$ cat src/rtl/cmd_slot_sched.sv
module cmd_slot_sched #(
  parameter int SLOTS = 32,
  parameter int DW = 32,
  localparam int SW = $clog2(SLOTS)
) (
  input  logic             clk,
  input  logic             rst_n,
  input  logic             reg_wr_en,
  input  logic [1:0]       reg_wr_sel,
  input  logic [DW-1:0]    reg_wr_data,
  input  logic             dev_busy,
  input  logic             dev_drq,
  input  logic             dev_present,
  input  logic             dev_optical,
  input  logic             exec_done,
  input  logic             disp_ready,
  output logic             disp_valid,
  output logic [SW-1:0]    disp_slot,
  output logic [SLOTS-1:0] issue_vec,
  output logic [3:0]       ctl_word,
  output logic             init_fis_req,
  output logic             port_reset,
  output logic [31:0]      sig_out
);
  localparam logic [31:0] SIG_OPTICAL = 32'hEB14_0101;
  localparam logic [31:0] SIG_DISK    = 32'h0000_0101;

  typedef enum logic [1:0] {S_IDLE, S_DISP, S_WAIT, S_ASYNC} st_t;

  st_t             st_q;
  logic [SLOTS-1:0] issue_q, issue_set, clr_mask;
  logic [SW-1:0]   slot_q, pick;
  logic            found;
  logic            start_q, fisen_q, lrun_q, frun_q;
  logic [3:0]      det_q;
  logic            init_sent_q, init_req_q, prst_q;
  logic [31:0]     sig_q;

  wire wr_ctl   = reg_wr_en && reg_wr_sel == 2'd0;
  wire wr_iss   = reg_wr_en && reg_wr_sel == 2'd1;
  wire wr_lnk   = reg_wr_en && reg_wr_sel == 2'd2;
  wire dev_hold = dev_busy | dev_drq;
  wire prst_hit = wr_lnk && det_q == 4'd1 && reg_wr_data[3:0] == 4'd0;
  wire [31:0] sig_next = !dev_present ? 32'd0 : (dev_optical ? SIG_OPTICAL : SIG_DISK);

  assign issue_set = wr_iss ? reg_wr_data[SLOTS-1:0] : '0;

  always_comb begin
    found = 1'b0;
    pick  = '0;
    for (int i = SLOTS - 1; i >= 0; i--) begin
      if (issue_q[i]) begin
        found = 1'b1;
        pick  = SW'(i);
      end
    end
  end

  always_comb begin
    clr_mask = '0;
    if ((st_q == S_WAIT && exec_done && !dev_hold) || (st_q == S_ASYNC && !dev_hold))
      clr_mask[slot_q] = 1'b1;
  end

  always_ff @(posedge clk or negedge rst_n) begin
    if (!rst_n) begin
      st_q        <= S_IDLE;
      issue_q     <= '0;
      slot_q      <= '0;
      start_q     <= 1'b0;
      fisen_q     <= 1'b0;
      lrun_q      <= 1'b0;
      frun_q      <= 1'b0;
      det_q       <= '0;
      init_sent_q <= 1'b0;
      init_req_q  <= 1'b0;
      prst_q      <= 1'b0;
      sig_q       <= '0;
    end else begin
      prst_q     <= prst_hit;
      init_req_q <= 1'b0;
      if (wr_lnk) det_q <= reg_wr_data[3:0];
      if (wr_ctl) begin
        start_q <= reg_wr_data[0];
        fisen_q <= reg_wr_data[1];
        lrun_q  <= reg_wr_data[0];
        frun_q  <= reg_wr_data[1];
        if (reg_wr_data[1] && !init_sent_q) begin
          init_req_q  <= 1'b1;
          init_sent_q <= 1'b1;
        end
      end
      if (prst_hit) begin
        issue_q     <= '0;
        st_q        <= S_IDLE;
        init_sent_q <= 1'b0;
        sig_q       <= sig_next;
      end else begin
        issue_q <= (issue_q | issue_set) & ~clr_mask;
        unique case (st_q)
          S_IDLE:  if (start_q && found && !dev_hold) begin
                     slot_q <= pick;
                     st_q   <= S_DISP;
                   end
          S_DISP:  if (disp_ready) st_q <= S_WAIT;
          S_WAIT:  if (exec_done) st_q <= dev_hold ? S_ASYNC : S_IDLE;
          S_ASYNC: if (!dev_hold) st_q <= S_IDLE;
          default: st_q <= S_IDLE;
        endcase
      end
    end
  end

  assign disp_valid   = st_q == S_DISP;
  assign disp_slot    = slot_q;
  assign issue_vec    = issue_q;
  assign ctl_word     = {lrun_q, frun_q, fisen_q, start_q};
  assign init_fis_req = init_req_q;
  assign port_reset   = prst_q;
  assign sig_out      = sig_q;
endmodule

$ cat config.mk
export PLATFORM = sky130hd
export DESIGN_NAME = cmd_slot_sched
export DESIGN_NICKNAME = d
export VERILOG_FILES = /design/src/rtl/cmd_slot_sched.sv
export SDC_FILE = /design/constraint.sdc
export NUM_CORES = 1
export LEC_CHECK = 0
export BUFFER_PORTS_ARGS = -buffer_cell sky130_fd_sc_hd__buf_4
export CAP_MARGIN = 20
export CORE_UTILIZATION = 43
export CTS_CLUSTER_SIZE = 30
export DETAILED_ROUTE_END_ITERATION = 16
export MAX_ROUTING_LAYER = met4
export PLACE_DENSITY = 0.76
export SLEW_MARGIN = 20
export SYNTH_ARGS = -nofsm -noshare
export SYNTH_HDL_FRONTEND = slang
export SYNTH_SLANG_ARGS = --single-unit
$ cat constraint.sdc
create_clock -name clk -period 1.9 [get_ports clk]
set_clock_uncertainty 0.15 [all_clocks]
set_input_delay 0.57 -clock clk [delete_from_list [all_inputs] [get_ports clk]]
set_output_delay 0.57 -clock clk [all_outputs]
set_load 0.05 [all_outputs]
## Word level (Yosys, flattened, before mapping)

Cells that the tools add are included.

| operators by class | value |
|---|---|
| bitwise operators | 5 |
| muxes and demuxes | 83 |
| shifts and indexed selects | 0 |
| equality and inequality tests | 10 |
| divide/modulo/power cells | 0 |
| reductions and logical operators | 23 |
| order comparisons | 2 |
| $mul | 0 |
| add/sub/neg operators | 0 |

Operator list:

| operator | number |
|---|---|
| $mux 32 | 5 |
| $mux 5 | 32 |
| $mux 1 | 38 |
| $and 32x32->32 | 1 |
| $not 32->32 | 1 |
| $or 32x32->32 | 1 |
| $logic_and 1x1->1 | 12 |
| $mux 2 | 6 |
| $ne 3x3->1 const B | 3 |
| $pmux 2 s4 | 1 |
| $eq 2x2->1 const B | 3 |
| $lt 5x6->1 const B | 1 |
| $demux 1 s5 | 1 |
| $ge 5x1->1 const B | 1 |
| $eq 2x1->1 const B | 2 |
| $eq 4x1->1 const B | 1 |
| $logic_not 2->1 | 2 |
| $logic_not 4->1 | 1 |
| $reduce_and 4->1 | 1 |
| $reduce_bool 2->1 | 2 |
| $ne 3x2->1 const B | 1 |
| $reduce_and 3->1 | 1 |
| $logic_not 1->1 | 2 |
| $reduce_and 2->1 | 1 |
| other kinds (3) | 3 |

| word-level totals | value |
|---|---|
| bits in latches | 0 |
| memory bits (writable) | 0 |
| register bits | 80 |
| ROM bits | 0 |
| input bits | 43 |
| output and inout port bits | 76 |
| memories kept | 0 |
| word-level logic and storage cells | 133 |

## Logic depth before layout (Yosys ltp)

Gate-level depths: netlist (run 1).

| logic depth | value |
|---|---|
| word-level depth | 37 |
| gate-level depth with buffers | 6 |
| gate-level depth less buffers | 5 |

## Worst setup path before layout (run 1)

OpenSTA, ideal clock, no wires.

| timing | value |
|---|---|
| path type | input port to flip-flop |
| start point | in reg_wr_data[1] |
| end point | reg slot_q[1] (netlist: disp_slot[1]) |
| library setup time | 0.128 ns |
| buffers on the path | 0 |
| arrival time | 1.918 ns |
| required time | 1.622 ns |
| setup slack | -0.295 ns |
| cell stages on the path | 4 |
| path through | or4_4 -> or3_4 -> o211a_2 -> mux2_1 |

| on the way | value |
|---|---|
| word-level cells in the longest chain between the ends | 4 |

Ends and longest elaborated chain:

| what | line | source |
|---|---|---|
| start, declared | 10 | `input logic [DW-1:0] reg_wr_data,` |
| $logic_not 4->1 | 43 | `wire prst_hit = wr_lnk && det_q == 4'd1 && reg_wr_data[3:0] == 4'd0;` |
| $logic_and 1x1->1 | 43 |  |
| $not 1->1 (no line) | -- |  |
| $reduce_and 3->1 (no line) | -- |  |
| end signal, assigned | 102 | `slot_q <= pick;` |
| end, declared | 32 | `logic [SW-1:0] slot_q, pick;` |

Every way passes these cells.
A chain may end at the register's enable or synchronous reset.

## Worst setup path after layout (run 1)

| timing | value |
|---|---|
| start point | in reg_wr_data[3] |
| end point | reg slot_q[3] (netlist: disp_slot[3]) |

Same word-level chain as after synthesis.

==> metrics.txt, run 1 <==
series of cell instances along the critical path=buf_6 -> or4_4 -> or3_4 -> o211a_4 -> mux2_4; number of diodes added for antenna fixing=0; maximum frequency from static timing analysis=0.505 GHz; CP Launch Type=input port; top library cells by usage in the layout, fill and taps aside=buf_4, dfrtp_1, a21oi_1; ys async rst share=100%; total of fill cells in the finished design=490; DRC errors left=0; Post-CTS Hold Fix Bufs=0; category of the critical setup timing path=input port to register; Area contributors post-synth=dfrtp_1, buf_4, a211oi_1, a21oi_1, nor2_1; actual slew at the worst max-slew pin=roughly 0.6 ns; Worst Path Required=1.95 ns; core area=6060 µm²; power density normalized to cell area=1130 nW/µm²; Clk network pwr share=16.1%; longest individual stage delay on the worst path=0.53 ns; netlist area before placement=between 2000 and 3000 µm²; count of TritonRoute iterations in the first routing pass=4; unrepaired setup endpoints after global routing=true; TritonCTS clock tree=built; DRC violation total after the first TritonRoute iteration=148; share of the cycle needed by the critical path after routing=104%; maximum number of buffers from clock root to sink=2; headroom to the max-slew limit=59.2%; standard cell with the maximum stage delay on the critical path=or4_4; Mean Syn Cell Area=9.54 µm²; global-route wire length before repair=12400 µm; hold_ws=0.121 ns; level count of the clock H-tree=2; instance count of the mapped netlist=289; number of vias per cell=~5.4; classification of the worst-slack hold path=input port to asynchronous set/reset pin; leading cell type in the layout, fill and taps excluded=buf_4; area added between synthesis and finish=47.1%; final sum of negative setup slack=-0.308 ns; number of nets at the end of the flow=476; number of violations of the max-capacitance limit=0; insertion delay to the later sink of the worst-skew pair=0.31 ns; slack of the critical path=-0.0804 ns; initial antenna violation count=0; min cycle time layout=1.98 ns; vias in the first global route=2562; fraction of power consumed by combinational cells=50.6%; kind of capture point of the worst setup path=register; wire length reported by the detailed router=7910 µm; CTS clk-pin slew, worst paths=0.09 ns; floorplan die height=82.1 µm; worst setup timing slack at the placement stage=-0.386 ns; hold violation count in the final report=0; number of distinct library cells after synthesis=48; number of synthesized register bits=50; Initial Util=between 40% and 50%; proportion of netlist area held by the largest area contributor=45.4%; Detail Placement HPWL=~6000 µm; Flop pwr share=33.2%; violations in the final reports=setup timing; Sinks on Clock Net=50; static power due to leakage=1.83 nW; layout cells sized above 1=44.1%; global routing usage summed across all routing layers=25.7%; yosys warns=0; dominant synthesized flop cell=dfrtp_1; die footprint=6740 µm²; outcome=complete, but fails checks; cts bufs inserted=5; post-detailed-route wirelength per cell=15.6 µm; number of setup violations in the final report=5; routability cong.=0.856; endpoint arrival time on the critical path=2.03 ns; IR Drop Worst-Case VDD=0.00115 V; count of standard-cell rows=28; total count of max-transition violations in the final report=0; via total after detailed routing=2747; number of top-level design ports=119; CTS root buf=clkbuf_8; Power Total=4.60 mW; residual antenna-violating net count after detailed routing=0; floorplan die width=82.1 µm; pin count of the biggest net entering global routing=51; internal portion of total power=2.49 mW; Psw=between 2 and 2.5 mW; library cell with the largest summed area after synthesis=dfrtp_1; share of the yosys chip area belonging to registers=45.4%; # port buffers=between 90 and 100; number of flops mapped to enable cells by yosys=0; sw frac=45.9%; remaining global-route overflow=0; highest fanout seen on the critical path=3
cells by family (layout without fill, tap and decap cells):
kind of cell	after synthesis	count (layout)	synth area share, %
compound gates	97	97	22.9
buf+inv	55	178	12.2
flops	50	50	45.4
mux	9	9	3.63
other cells	1	22	0.136
simple gates	77	77	15.7
synthesized netlist by cell type (2+ instances only):
master and number:
o211ai_1 4, buf_2 3, buf_4 34, mux2_1 2, nor2_1 21, a21oi_1 41, nor4_1 10, nand4_1 2
nor3_1 8, nand2b_1 3, inv_1 12, and3_1 5, nor2b_1 7, a211oi_1 30, a31oi_1 3, nand3_1 3
nand2_1 5, a311oi_1 2, nor3b_1 3, o21ai_0 4, dfrtp_1 50, mux2_2 6, clkbuf_1 6
metrics by stage:
stage,instance area [µm²],instances,util (%)
floorplan,2860,310,-
global placement,3870,499,63.8
detailed placement,3870,499,63.8
CTS,4010,507,66.1
global route,4060,508,66.9
finish,4060,508,66.9
routing by layer:
| layer | part of all wire [%] | vias to the layer above | routed length, µm | GRT usage [%] |
|---|---|---|---|---|
| met2 | 50 | 103 | 3950 | 41.5 |
| met3 | 4.9 | 8 | 387 | 3.78 |
| met4 | 1.1 | 0 | 89 | 7.19 |
| met1 | 44 | 1326 | 3480 | 33.7 |
| li1 | - | 1310 | - | - |
| met5 | 0 | - | 0 | - |
power by group through the flow:
stage | clock, mW | sequential (mW) | combinational, mW
2_1_floorplan | 0 | 2.22 | 0.752
3_3_place_gp | 0 | 1.52 | 2.26
3_5_place_dp | 0 | 1.54 | 2.29
4_1_cts | 0.752 | 1.52 | 2.31
5_1_grt | 0.795 | 1.56 | 2.47
6_report | 0.743 | 1.53 | 2.33
state kept, by name (all words and copies together), names as in the netlist:
| name | cells |
|---|---|
| det_q | 4 |
| disp_slot | 5 |
| frun_q | 1 |
| init_fis_req | 1 |
| init_sent_q | 1 |
| issue_vec | 32 |
| lrun_q | 1 |
| port_reset | 1 |
| sig_out | 2 |
| st_q | 2 |
area by class of cell:
class | instances | area (µm²) | share of cell area, %
tap | 75 | 93.8 | 2.31
sequential | 50 | 1250 | 30.9
timing repair buffer | 159 | 1230 | 30.4
inverter | 12 | 45.0 | 1.11
multi-input combinational | 205 | 1330 | 32.7
clock buffer | 5 | 68.8 | 1.70
clock inverter | 2 | 38.8 | 0.956
critical path: cells and delay by family:
kind,cells,cell delay (ns)
AO/OA/AOI/OAI,1,0.16
buffers and inverters,1,0.09
multiplexers,1,0.29
AND/OR/NAND/NOR,2,0.92
worst paths after layout:
path	startpoint	endpoint	slack (ns)	cells past startpoint
max	reg_wr_data[3]	disp_slot[3]	-0.08	5
min	rst_n	init_fis_req	0.12	1
max reg2reg	det_q[2]	disp_slot[3]	-0.07	4
min reg2reg	init_sent_q	init_fis_req	0.29	1
max in group asynchronous	rst_n	issue_vec[10]	1.04	1
min in group clk	init_sent_q	init_fis_req	0.29	1
repair_timing:
action,in CTS,in global routing
gates resized for setup,5,9
buffers inserted,1,1
pin swaps,3,1
endpoints found under the setup margin,6,19
Power figures use the tool's default switching activity.
==> run 2: changes to the inputs <==
--- a/config.mk
+++ b/config.mk
@@ -7,6 +7,7 @@
 export LEC_CHECK = 0
 export BUFFER_PORTS_ARGS = -buffer_cell sky130_fd_sc_hd__buf_4
 export CAP_MARGIN = 20
+export CORE_ASPECT_RATIO = 0.75
 export CORE_UTILIZATION = 43
 export CTS_CLUSTER_SIZE = 30
 export DETAILED_ROUTE_END_ITERATION = 16
==> metrics.txt, run 2 (synthesis gave the netlist of run 1 again) <==
outcome=complete, but fails checks (unchanged); violations in the final reports=setup timing (unchanged); number of nets at the end of the flow=477 (was 476); number of vias per cell=5.27 (was 5.41); Post-CTS Hold Fix Bufs=0 (unchanged); leading cell type in the layout, fill and taps excluded=buf_4 (unchanged); Psw=2.10 mW (was 2.11 mW); design area=4050 µm² (was 4060 µm²); category of the critical setup timing path=input port to register (unchanged); worst setup timing slack at the placement stage=-0.387 ns (was -0.386 ns); DRC violation total after the first TritonRoute iteration=195 (was 148); Flop pwr share=33.8% (was 33.2%); headroom to the max-slew limit=59.1% (was 59.2%); Crit Reg-Reg Startpoint=det_q[2] (unchanged); min cycle time layout=1.99 ns (was 1.98 ns); final sum of negative setup slack=-0.306 ns (was -0.308 ns); global-route wire length before repair=12700 µm (was 12400 µm); wire length reported by the detailed router=7940 µm (was 7910 µm); slack of the critical path=-0.0897 ns (was -0.0804 ns); met2 track demand over resource=40.1% (was 41.5%); number of diodes added for antenna fixing=0 (unchanged); Clk network pwr share=14.2% (was 16.1%); power density normalized to cell area=1110 nW/µm² (was 1130 nW/µm²); CTS root buf=clkbuf_8 (unchanged); fraction of power consumed by combinational cells=52.0% (was 50.6%); number of setup violations in the final report=4 (was 5); Power Total=4.48 mW (was 4.60 mW); post-detailed-route wirelength per cell=15.5 µm (was 15.6 µm); Largest register FFs=32 (unchanged); share of the cycle needed by the critical path after routing=105% (was 104%); pin count of the biggest net entering global routing=51 (unchanged); top library cells by usage in the layout, fill and taps aside=buf_4, dfrtp_1, a21oi_1 (unchanged); insertion delay to the later sink of the worst-skew pair=0.31 ns (about the same); static power due to leakage=1.82 nW (was 1.83 nW); level count of the clock H-tree=2 (unchanged); GRT met3 Usage=4.03% (was 3.78%); routability cong.=0.882 (was 0.856); remaining global-route overflow=0 (unchanged); total count of max-transition violations in the final report=0 (unchanged); classification of the worst-slack hold path=input port to asynchronous set/reset pin (unchanged); hold_ws=0.113 ns (was 0.121 ns); Worst Path Required=1.94 ns (was 1.95 ns); Detail Placement HPWL=6180 µm (was 5960 µm); area added between synthesis and finish=46.7% (was 47.1%); count of TritonRoute iterations in the first routing pass=4 (unchanged); CTS clk-pin slew, worst paths=0.08 ns (was 0.09 ns); vias in the first global route=2603 (was 2562); unrepaired setup endpoints after global routing=true (unchanged); internal portion of total power=2.39 mW (was 2.49 mW); IR Drop Worst-Case VDD=0.000830 V (was 0.00115 V); Initial Util=45.9% (was 45.5%); endpoint arrival time on the critical path=2.03 ns (about the same); hold violation count in the final report=0 (unchanged); depth of the most critical reg-to-reg path=4 (unchanged); floorplan die width=94.5 µm (was 82.1 µm); number of violations of the max-capacitance limit=0 (unchanged); TritonCTS clock tree=built (unchanged); initial antenna violation count=0 (unchanged); maximum number of buffers from clock root to sink=2 (unchanged); count of standard-cell rows=24 (was 28); floorplan die height=71.4 µm (was 82.1 µm); cts bufs inserted=5 (unchanged); maximum frequency from static timing analysis=0.503 GHz (was 0.505 GHz); layout cells sized above 1=43.9% (was 44.1%); Placement Cell Area=3890 µm² (was 3870 µm²); Post-CTS Setup Inserts=0 (was 1); highest fanout seen on the critical path=3 (unchanged); setup slack of the worst register-to-register path=-0.08 ns (was -0.07 ns); Cells after DPL=505 (was 499); DRC errors left=0 (unchanged); sw frac=46.7% (was 45.9%); core area=6010 µm² (was 6060 µm²); die footprint=6740 µm² (about the same); kind of capture point of the worst setup path=register (unchanged); share of the core filled with cells in the final layout=67.4% (was 66.9%); actual slew at the worst max-slew pin=0.614 ns (was 0.613 ns); via total after detailed routing=2704 (was 2747); total of fill cells in the finished design=484 (was 490); endpoint of the most critical register-to-register path=disp_slot[1] (was disp_slot[3]); GRT met1 Usage=35.2% (was 33.7%); non-filler instance count after layout=513 (was 508); global routing usage summed across all routing layers=25.6% (was 25.7%); CP Launch Type=input port (unchanged); residual antenna-violating net count after detailed routing=0 (unchanged); peak-usage layer in the global routing report=met2 (unchanged); Sinks on Clock Net=50 (unchanged); # port buffers=96 (unchanged); number of top-level design ports=119 (unchanged)
## run 2: area by class of cell
type | instances | area, µm² | share of cell area, %
tap | 78 | 97.6 | 2.41
sequential | 50 | 1250 | 30.9
multi-input combinational | 205 | 1320 | 32.6
clock inverter | 1 | 5.00 | 0.124
inverter | 12 | 45.0 | 1.11
timing repair buffer | 160 | 1240 | 30.7
clock buffer | 7 | 86.3 | 2.13
## run 2: worst max-delay path by stage
stage	from	end	cells after the start
floorplan	reg_wr_data[0]	disp_slot[3]	4
CTS	reg_wr_data[3]	disp_slot[3]	5
finish	reg_wr_data[3]	disp_slot[1]	5
global placement	reg_wr_data[0]	disp_slot[3]	5
global route	det_q[2]	disp_slot[1]	4
detailed placement	reg_wr_data[0]	disp_slot[3]	5
## run 2: metal layers
metal / vias up / part of all wire (%) / wire length (µm)
met5: - / 0 / 0
met1: 1271 / 46 / 3620
met3: 11 / 7.3 / 582
met4: 0 / 0.98 / 78
met2: 107 / 46 / 3660
li1: 1315 / - / -
## run 2: power groups by stage
stage                     Clock [mW]  Combinational (mW)  Sequential (mW)
after floorplan                    0               0.752             2.22
after global placement             0                2.28             1.51
after detailed placement           0                2.31             1.53
after CTS                      0.647                2.32             1.51
after global routing           0.689                2.46             1.56
final                          0.637                2.33             1.52
## run 2: what timing repair did
item	4_1_cts	5_1_grt
resized for setup	4	9
setup endpoints to repair	5	12
pin swaps	3	1
## run 2: critical path: stages
cell and delay (ns):
buf_6 0.09, or4_4 0.52, or3_4 0.39, o211a_4 0.16, mux2_4 0.29
